$ cat src/rtl/starve_tbl_pkg.sv
package starve_tbl_pkg;

   // Command encoding on the single command lane
   typedef enum logic [1:0] {
      OP_NOP    = 2'b00,
      OP_LOCK   = 2'b01,
      OP_UNLOCK = 2'b10,
      OP_MARK   = 2'b11
   } stt_op_e;

   // One-cycle error pulses, at most one per command
   typedef struct packed {
      logic dup_lock;
      logic bad_unlock;
      logic mark_busy;
      logic overflow;
      logic misalign;
   } stt_err_t;

endpackage

$ cat src/rtl/stt_entry.sv
module stt_entry #(
   parameter int ADDR_W = 16,
   parameter int NREQ   = 8
) (
   input  logic              clk,
   input  logic              rst_n,
   input  logic              alloc,
   input  logic              lk_set,
   input  logic              unlk,
   input  logic              mk,
   input  logic [ADDR_W-1:0] new_addr,
   input  logic [NREQ-1:0]   req,
   input  logic              wr_req,
   output logic              valid,
   output logic [ADDR_W-1:0] addr,
   output logic [NREQ-1:0]   starve,
   output logic [NREQ-1:0]   marked,
   output logic [NREQ-1:0]   wrset
);

   logic [NREQ-1:0] starve_left;

   always_comb begin
      starve_left = starve & ~req;
   end

   always_ff @(posedge clk) begin
      if (!rst_n) begin
         valid  <= 1'b0;
         addr   <= '0;
         starve <= '0;
         marked <= '0;
         wrset  <= '0;
      end else if (alloc) begin
         valid  <= 1'b1;
         addr   <= new_addr;
         starve <= req;
         marked <= '0;
         wrset  <= wr_req ? req : '0;
      end else if (lk_set) begin
         starve <= starve | req;
         if (wr_req) begin
            wrset <= wrset | req;
         end
      end else if (unlk) begin
         if (starve_left == '0) begin
            valid  <= 1'b0;
            starve <= '0;
            marked <= '0;
            wrset  <= '0;
         end else begin
            starve <= starve_left;
            marked <= marked & ~req;
            wrset  <= wrset & ~req;
         end
      end else if (mk) begin
         marked <= starve;
      end
   end

   AST_WR_SUBSET: assert property (@(posedge clk) disable iff (!rst_n)
      (wrset & ~starve) == '0);
   AST_MARK_SUBSET: assert property (@(posedge clk) disable iff (!rst_n)
      (marked & ~starve) == '0);
   AST_LIVE_NONEMPTY: assert property (@(posedge clk) disable iff (!rst_n)
      valid |-> (starve != '0));
   AST_FREE_CLEAN: assert property (@(posedge clk) disable iff (!rst_n)
      !valid |-> (starve == '0 && marked == '0 && wrset == '0));

endmodule

$ cat src/rtl/stt_prio.sv
module stt_prio #(
   parameter int N_TYPES    = 2,
   parameter int N_PER_TYPE = 4,
   parameter int TYPE_W     = 1,
   parameter int IDX_W      = 2
) (
   input  logic [N_TYPES*N_PER_TYPE-1:0] vec,
   output logic                          found,
   output logic [N_TYPES*N_PER_TYPE-1:0] onehot,
   output logic [TYPE_W-1:0]             grp,
   output logic [IDX_W-1:0]              idx
);

   localparam int NREQ = N_TYPES * N_PER_TYPE;

   int pos;

   // Lowest set bit wins: group order first, then index within group
   always_comb begin
      pos    = 0;
      found  = 1'b0;
      onehot = '0;
      for (int i = NREQ - 1; i >= 0; i--) begin
         if (vec[i]) begin
            pos   = i;
            found = 1'b1;
         end
      end
      if (found) begin
         onehot[pos] = 1'b1;
      end
   end

   generate
      if (N_TYPES == 1) begin : g_single_grp
         assign grp = '0;
         assign idx = IDX_W'(pos);
      end else if (N_PER_TYPE == 1) begin : g_single_idx
         assign grp = TYPE_W'(pos);
         assign idx = '0;
      end else begin : g_split
         assign grp = TYPE_W'(pos / N_PER_TYPE);
         assign idx = IDX_W'(pos % N_PER_TYPE);
      end
   endgenerate

endmodule

$ cat src/rtl/stt_popcnt.sv
module stt_popcnt #(
   parameter int W  = 8,
   parameter int CW = 4
) (
   input  logic [W-1:0]  vec,
   output logic [CW-1:0] cnt
);

   generate
      if (W == 1) begin : g_one
         assign cnt = CW'(vec);
      end else begin : g_sum
         always_comb begin
            cnt = '0;
            for (int i = 0; i < W; i++) begin
               cnt = cnt + CW'(vec[i]);
            end
         end
      end
   endgenerate

endmodule

$ cat src/rtl/starve_table.sv
module starve_table
   import starve_tbl_pkg::*;
#(
   parameter int ADDR_W     = 16,
   parameter int LINE_OFF_W = 6,
   parameter int N_TYPES    = 2,
   parameter int N_PER_TYPE = 4,
   parameter int N_ENTRIES  = 4,
   localparam int NREQ      = N_TYPES * N_PER_TYPE,
   localparam int TYPE_W    = (N_TYPES > 1) ? $clog2(N_TYPES) : 1,
   localparam int IDX_W     = (N_PER_TYPE > 1) ? $clog2(N_PER_TYPE) : 1,
   localparam int CNT_W     = $clog2(NREQ + 1)
) (
   input  logic              clk,
   input  logic              rst_n,
   input  logic [1:0]        cmd_op,
   input  logic [ADDR_W-1:0] cmd_addr,
   input  logic [TYPE_W-1:0] cmd_type,
   input  logic [IDX_W-1:0]  cmd_idx,
   input  logic              cmd_wr,
   input  logic [ADDR_W-1:0] qry_addr,
   input  logic [TYPE_W-1:0] qry_type,
   input  logic [IDX_W-1:0]  qry_idx,
   input  logic              qry_top_req,
   output logic              qry_hit,
   output logic              qry_may_issue,
   output logic              qry_top_vld,
   output logic [TYPE_W-1:0] qry_top_type,
   output logic [IDX_W-1:0]  qry_top_idx,
   output logic              qry_top_wr,
   output logic              qry_top_err,
   output logic [CNT_W-1:0]  qry_starve_cnt,
   output logic [CNT_W-1:0]  qry_read_cnt,
   output logic              err_dup_lock,
   output logic              err_bad_unlock,
   output logic              err_mark_busy,
   output logic              err_overflow,
   output logic              err_misalign
);

   // Elaboration-time parameter checks
   generate
      if (LINE_OFF_W < 1 || LINE_OFF_W >= ADDR_W) begin : g_bad_off
         $error("starve_table: LINE_OFF_W must lie in 1..ADDR_W-1");
      end
      if (N_TYPES < 1 || N_PER_TYPE < 1) begin : g_bad_req
         $error("starve_table: requester space must be non-empty");
      end
      if (N_ENTRIES < 1) begin : g_bad_ent
         $error("starve_table: N_ENTRIES must be at least 1");
      end
   endgenerate

   // Requester id to bitmap position
   function automatic logic [NREQ-1:0] req_bit(input logic [TYPE_W-1:0] t,
                                               input logic [IDX_W-1:0]  i);
      logic [NREQ-1:0] v;
      int p;
      v = '0;
      if (int'(t) < N_TYPES && int'(i) < N_PER_TYPE) begin
         p    = int'(t) * N_PER_TYPE + int'(i);
         v[p] = 1'b1;
      end
      return v;
   endfunction

   // Entry array
   logic [N_ENTRIES-1:0] ev;
   logic [N_ENTRIES-1:0] e_alloc, e_lk, e_unlk, e_mk;
   logic [ADDR_W-1:0]    ea [N_ENTRIES];
   logic [NREQ-1:0]      es [N_ENTRIES];
   logic [NREQ-1:0]      em [N_ENTRIES];
   logic [NREQ-1:0]      ew [N_ENTRIES];
   logic [NREQ-1:0]      c_req;

   generate
      for (genvar g = 0; g < N_ENTRIES; g++) begin : g_ent
         stt_entry #(
            .ADDR_W (ADDR_W),
            .NREQ   (NREQ)
         ) u_entry (
            .clk      (clk),
            .rst_n    (rst_n),
            .alloc    (e_alloc[g]),
            .lk_set   (e_lk[g]),
            .unlk     (e_unlk[g]),
            .mk       (e_mk[g]),
            .new_addr (cmd_addr),
            .req      (c_req),
            .wr_req   (cmd_wr),
            .valid    (ev[g]),
            .addr     (ea[g]),
            .starve   (es[g]),
            .marked   (em[g]),
            .wrset    (ew[g])
         );
      end
   endgenerate

   // Parallel lookup for the command lane and the query port
   logic [N_ENTRIES-1:0] c_hitv, q_hitv, free_oh;
   logic [NREQ-1:0]      c_s, c_m, q_s, q_m, q_w;
   logic                 c_hit, free_any;

   always_comb begin
      c_hitv   = '0;
      q_hitv   = '0;
      c_s      = '0;
      c_m      = '0;
      q_s      = '0;
      q_m      = '0;
      q_w      = '0;
      free_oh  = '0;
      free_any = 1'b0;
      for (int e = 0; e < N_ENTRIES; e++) begin
         c_hitv[e] = ev[e] && (ea[e] == cmd_addr);
         q_hitv[e] = ev[e] && (ea[e] == qry_addr);
         if (c_hitv[e]) begin
            c_s = c_s | es[e];
            c_m = c_m | em[e];
         end
         if (q_hitv[e]) begin
            q_s = q_s | es[e];
            q_m = q_m | em[e];
            q_w = q_w | ew[e];
         end
      end
      for (int e = N_ENTRIES - 1; e >= 0; e--) begin
         if (!ev[e]) begin
            free_oh    = '0;
            free_oh[e] = 1'b1;
            free_any   = 1'b1;
         end
      end
      c_hit = |c_hitv;
   end

   // Command decode
   stt_op_e  op;
   stt_err_t nx_err, err_q;
   logic     aligned, c_in_set;

   always_comb begin
      op       = stt_op_e'(cmd_op);
      c_req    = req_bit(cmd_type, cmd_idx);
      aligned  = (cmd_addr[LINE_OFF_W-1:0] == '0);
      c_in_set = c_hit && ((c_s & c_req) != '0);
      e_alloc  = '0;
      e_lk     = '0;
      e_unlk   = '0;
      e_mk     = '0;
      nx_err   = '0;
      if (op != OP_NOP && !aligned) begin
         nx_err.misalign = 1'b1;
      end else begin
         case (op)
            OP_LOCK: begin
               if (c_req != '0) begin
                  if (c_in_set) begin
                     nx_err.dup_lock = 1'b1;
                  end else if (c_hit) begin
                     e_lk = c_hitv;
                  end else if (free_any) begin
                     e_alloc = free_oh;
                  end else begin
                     nx_err.overflow = 1'b1;
                  end
               end
            end
            OP_UNLOCK: begin
               if (!c_in_set) begin
                  nx_err.bad_unlock = 1'b1;
               end else begin
                  e_unlk = c_hitv;
               end
            end
            OP_MARK: begin
               if (c_hit) begin
                  if (c_m != '0) begin
                     nx_err.mark_busy = 1'b1;
                  end else begin
                     e_mk = c_hitv;
                  end
               end
            end
            default: ;
         endcase
      end
   end

   always_ff @(posedge clk) begin
      if (!rst_n) begin
         err_q <= '0;
      end else begin
         err_q <= nx_err;
      end
   end

   assign err_dup_lock   = err_q.dup_lock;
   assign err_bad_unlock = err_q.bad_unlock;
   assign err_mark_busy  = err_q.mark_busy;
   assign err_overflow   = err_q.overflow;
   assign err_misalign   = err_q.misalign;

   // Query port
   logic [NREQ-1:0] q_req, top_oh;
   logic            top_found;

   always_comb begin
      q_req   = req_bit(qry_type, qry_idx);
      qry_hit = |q_hitv;
      if (!qry_hit) begin
         qry_may_issue = 1'b1;
      end else if ((q_s & q_req) != '0) begin
         qry_may_issue = 1'b0;
      end else begin
         qry_may_issue = (q_m == '0);
      end
   end

   stt_prio #(
      .N_TYPES    (N_TYPES),
      .N_PER_TYPE (N_PER_TYPE),
      .TYPE_W     (TYPE_W),
      .IDX_W      (IDX_W)
   ) u_prio (
      .vec    (q_s),
      .found  (top_found),
      .onehot (top_oh),
      .grp    (qry_top_type),
      .idx    (qry_top_idx)
   );

   assign qry_top_vld = qry_hit && top_found;
   assign qry_top_wr  = qry_top_vld && ((q_w & top_oh) != '0);
   assign qry_top_err = qry_top_req && !qry_hit;

   stt_popcnt #(.W(NREQ), .CW(CNT_W)) u_cnt_all (
      .vec (q_s),
      .cnt (qry_starve_cnt)
   );

   stt_popcnt #(.W(NREQ), .CW(CNT_W)) u_cnt_rd (
      .vec (q_s & ~q_w),
      .cnt (qry_read_cnt)
   );

   // Assertions
   AST_ONE_MATCH: assert property (@(posedge clk) disable iff (!rst_n)
      $onehot0(c_hitv));
   AST_TOP_LOWEST: assert property (@(posedge clk) disable iff (!rst_n)
      qry_top_vld |-> ((q_s & (top_oh - 1'b1)) == '0 && (q_s & top_oh) != '0));
   AST_HIT_HAS_TOP: assert property (@(posedge clk) disable iff (!rst_n)
      qry_hit |-> top_found);
   AST_READ_LE: assert property (@(posedge clk) disable iff (!rst_n)
      qry_read_cnt <= qry_starve_cnt);
   AST_ONE_ERR: assert property (@(posedge clk) disable iff (!rst_n)
      $countones(err_q) <= 1);
   AST_NO_OVERFLOW: assert property (@(posedge clk) disable iff (!rst_n)
      err_overflow |-> ($past(&ev) && $stable(ev)));
   AST_MISALIGN_DROP: assert property (@(posedge clk) disable iff (!rst_n)
      err_misalign |-> $stable(ev));
   AST_EMPTY_MAY: assert property (@(posedge clk) disable iff (!rst_n)
      !qry_hit |-> (qry_may_issue && qry_starve_cnt == '0));

endmodule

$ cat config.mk
export PLATFORM = sky130hd
export DESIGN_NAME = starve_table
export DESIGN_NICKNAME = d
export VERILOG_FILES = /design/src/rtl/starve_tbl_pkg.sv /design/src/rtl/stt_entry.sv /design/src/rtl/stt_prio.sv /design/src/rtl/stt_popcnt.sv /design/src/rtl/starve_table.sv
export SDC_FILE = /design/constraint.sdc
export NUM_CORES = 1
export LEC_CHECK = 0
export BUFFER_PORTS_ARGS = -buffer_cell sky130_fd_sc_hd__buf_4
export CAP_MARGIN = 20
export CELL_PAD_IN_SITES_DETAIL_PLACEMENT = 2
export CELL_PAD_IN_SITES_GLOBAL_PLACEMENT = 2
export CORE_ASPECT_RATIO = 0.5
export CORE_MARGIN = 4
export CORE_UTILIZATION = 37
export CTS_CLUSTER_SIZE = 16
export DETAILED_ROUTE_END_ITERATION = 6
export PLACE_DENSITY = 0.81
export SYNTH_ARGS = -nofsm -noshare
export SYNTH_HDL_FRONTEND = slang
export SYNTH_SLANG_ARGS = --single-unit
$ cat constraint.sdc
create_clock -name clk -period 8.6 [get_ports clk]
set_input_delay 1.72 -clock clk [delete_from_list [all_inputs] [get_ports clk]]
set_output_delay 1.72 -clock clk [all_outputs]
set_load 0.01 [all_outputs]
==> results.yml <==
outcome:
  status: "finished, final reports clean"
worst_setup_path:
  r2r-end: "g_ent[1].u_entry.wrset[3]"
  timing.reg2reg.setup_slack_ps: 4620
  crit_type: "primary input to output pin"
  cp.arrival_ps: 5980
  reg2regPathDepth: 9
  cp-end-kind: "output pin"
  rr_startpoint: "g_ent[2].u_entry.addr[8]"
  cp-start-kind: "primary input"
  crit_required_ps: 6880
  crit_fanout: 10
global_routing:
  gr-total-overflow: 0
  grt_max_degree: 74
  grt_pass1_wl_um: 77400
  antenna_found_initial: 0
  grt_use_total_pct: 31.4
  first_global_vias: 12300
synthesis:
  yosysSeqAreaShare_pct: 31.0
  syn_area_um2: 10900
  synthArstFlopShare_pct: 0
  synth_area_per_cell_um2: 7.86
  yosysWarnings: 0
  mappedNetlistNets: 1448
  syn_inst: 1390
  synth_seq_cells: 169
  synth.distinct_cells: 88
  synth_ff_type: "dfxtp_1"
  synth_edf_count: 0
sta:
  tns_ps: 0
  setup_violations: 0
  rsz0062_at_grt: "no"
  fin_crit_sh_pct: 89.5
  finalHoldViolCount: 0
  timing_max_transition_violations_final: 0
  min_period_ps: 7700
  finClkSkew_ps: 9.36
  slew_headroom_pct: 25.9
  clock.fmax_ghz: 0.130
  worstMarginPinSlew_ps: 1110
pwr:
  ir_worst_vdd_mv: 0.142
  leakagePower_nw: 4.34
  powerDensity_nw_per_um2: 143
final_layout:
  drive_gt1_share_pct: 12.7
  nets: 1456
  final_common_cell: "nand2_1"
  final_cell_mix: "nand2_1 (201), dfxtp_1 (169), a21oi_1 (105)"
  area_growth_pct: 12.4
  fin_util_pct: 42.3
  antennaDiodeCount: 0
clock_tree:
  cts_tree: "done"
  clock_latency_ps: 450
  postCtsResizedCells: 0
  clock-sinks: 169
  root_buffer: "clkbuf_16"
  path_clk_slew_ps: 70
  cts_buffers: 17
  htree_levels: 4
  cts_setup_buffers: 0
  clockBufferDepth: 2
  cts_hold_buf: 0
route:
  antenna_left: 0
  via_count: 11600
  drt_iter0_drc: 1077
  drtPass1Iterations: 6
  drc: 0
  via_per_inst: 6.43
  wl_per_cell_um: 28.6
  wirelength_um: 51500
place:
  dp_hpwl_um: 38500
  gp_congestion: 0.969
  io_buffer_count: 64
floorplan:
  die_area_um2: 32500
  num_rows: 44
  core_area_um2: 29000
  fp.dieW_um: 251
  io_pins: 65
  initial_utilization_pct: 37.6
  fp.dieH_um: 129
hold_path:
  holdCritStartpoint: "g_ent[1].u_entry.marked[3]"
  hp-class: "register to register"
  min_path_cells: 2
  hold_path_end: "g_ent[1].u_entry.marked[3]"
job:
  cap_viol_max_count: 0
layout make-up:
type	count	area, um^2
clock buffers	20	457
clock inverters	10	145
fillers	3314	16700
inverters	47	176
multi-input cells	1074	6940
flip-flops and latches	169	3380
well taps	391	489
repair buffers	89	683
Yosys cell counts (5+ instances only):
master | instances | area (um^2)
nand2_1 | 201 | 754
dfxtp_1 | 169 | 3380
a21oi_1 | 105 | 526
xnor2_1 | 96 | 841
nand3_1 | 65 | 325
clkbuf_1 | 60 | 225
nor2_1 | 50 | 188
inv_1 | 46 | 173
and3_1 | 45 | 282
a22oi_1 | 43 | 323
nand4_1 | 41 | 257
o21ai_0 | 36 | 180
nor3_1 | 35 | 175
buf_2 | 32 | 160
o211ai_1 | 31 | 233
xor2_1 | 29 | 254
nor4_1 | 24 | 150
nand2b_1 | 23 | 144
o22ai_1 | 17 | 106
a211oi_1 | 15 | 113
and2_1 | 14 | 87.6
o21ai_1 | 13 | 65.1
o2bb2ai_1 | 11 | 96.3
a22o_1 | 8 | 70.1
fa_1 | 8 | 160
mux2_2 | 8 | 90.1
o2111ai_1 | 8 | 70.1
o22a_1 | 8 | 70.1
or2_2 | 8 | 50.1
or3_1 | 7 | 43.8
and4_1 | 6 | 52.6
ha_1 | 6 | 75.1
nor3b_1 | 6 | 45.0
o21a_1 | 6 | 45.0
a31oi_1 | 5 | 31.3
nor4_2 | 5 | 62.6
or4_1 | 5 | 37.5
routing by layer:
| layer | track usage, % | up-vias | part of all wire, % |
|---|---|---|---|
| li1 | - | 5045 | - |
| met1 | 40.7 | 6001 | 44 |
| met2 | 53.2 | 446 | 47 |
| met5 | 0 | - | 0 |
| met4 | 9.55 | 0 | 2.5 |
| met3 | 6.76 | 90 | 7.1 |
where the power goes:
group / internal (W) / switching [W] / leakage, nW / total, W
Sequential: 0.000783 / 0.000000417 / 1.36 / 0.000783
Clock: 0.000470 / 0.000354 / 0.277 / 0.000824
Combinational: 0.0000466 / 0.000102 / 2.71 / 0.000149
Total: 0.00130 / 0.000456 / 4.34 / 0.00176
how the worst max path moves through the flow:
stage,cells past startpoint,from,end
after floorplan,17,qry_addr[10],qry_read_cnt[1]
after global placement,18,qry_addr[7],qry_read_cnt[1]
after detailed placement,18,qry_addr[11],qry_read_cnt[1]
after CTS,18,qry_addr[3],qry_read_cnt[1]
after global routing,18,qry_addr[15],qry_read_cnt[1]
final,18,qry_addr[3],qry_read_cnt[1]
state kept, by name (all words and copies together) (netlist names):
signal	count
g_ent.u_entry.addr	64
g_ent.u_entry.marked	32
g_ent.u_entry.starve	32
g_ent.u_entry.wrset	32
g_ent.u_entry.valid	4
err_bad_unlock	1
err_dup_lock	1
err_mark_busy	1
err_misalign	1
err_overflow	1
through the flow:
| stage | total power, W | cell area [um^2] | setup WS, ps | instances | hold WS, ps |
|---|---|---|---|---|---|
| 4_1_cts | 0.00176 | 12300 | 1000 | 1798 | 456 |
| 3_3_place_gp | 0.000940 | 11600 | 1160 | 1767 | 440 |
| 5_1_grt | 0.00181 | 12300 | 745 | 1800 | 479 |
| 2_1_floorplan | 0.000888 | 10900 | 1170 | 1390 | 429 |
| 3_5_place_dp | 0.000945 | 11700 | 1040 | 1768 | 445 |
| 6_report | 0.00176 | 12300 | 900 | 1800 | 458 |
cell families after synthesis:
| family | count (synthesis) | share of synthesized area [%] |
|---|---|---|
| compound gates | 357 | 22.9 |
| xor+xnor | 125 | 10.0 |
| fa+ha+maj | 14 | 2.15 |
| buf+inv | 147 | 5.64 |
| flops | 169 | 31.0 |
| mux | 13 | 1.29 |
| simple gates | 565 | 27.1 |
worst max-delay path: stages:
cell	delay (ps)
buf_4	140
xnor2_1	270
nand4_1	180
nor4_2	280
buf_4	260
and2_1	420
a22oi_1	160
and3_1	230
ha_1	270
inv_1	40
fa_1	450
fa_1	490
inv_1	50
fa_1	370
inv_1	90
fa_1	380
inv_1	60
buf_4	110
No activity file was read; power rests on OpenSTA's default activity.
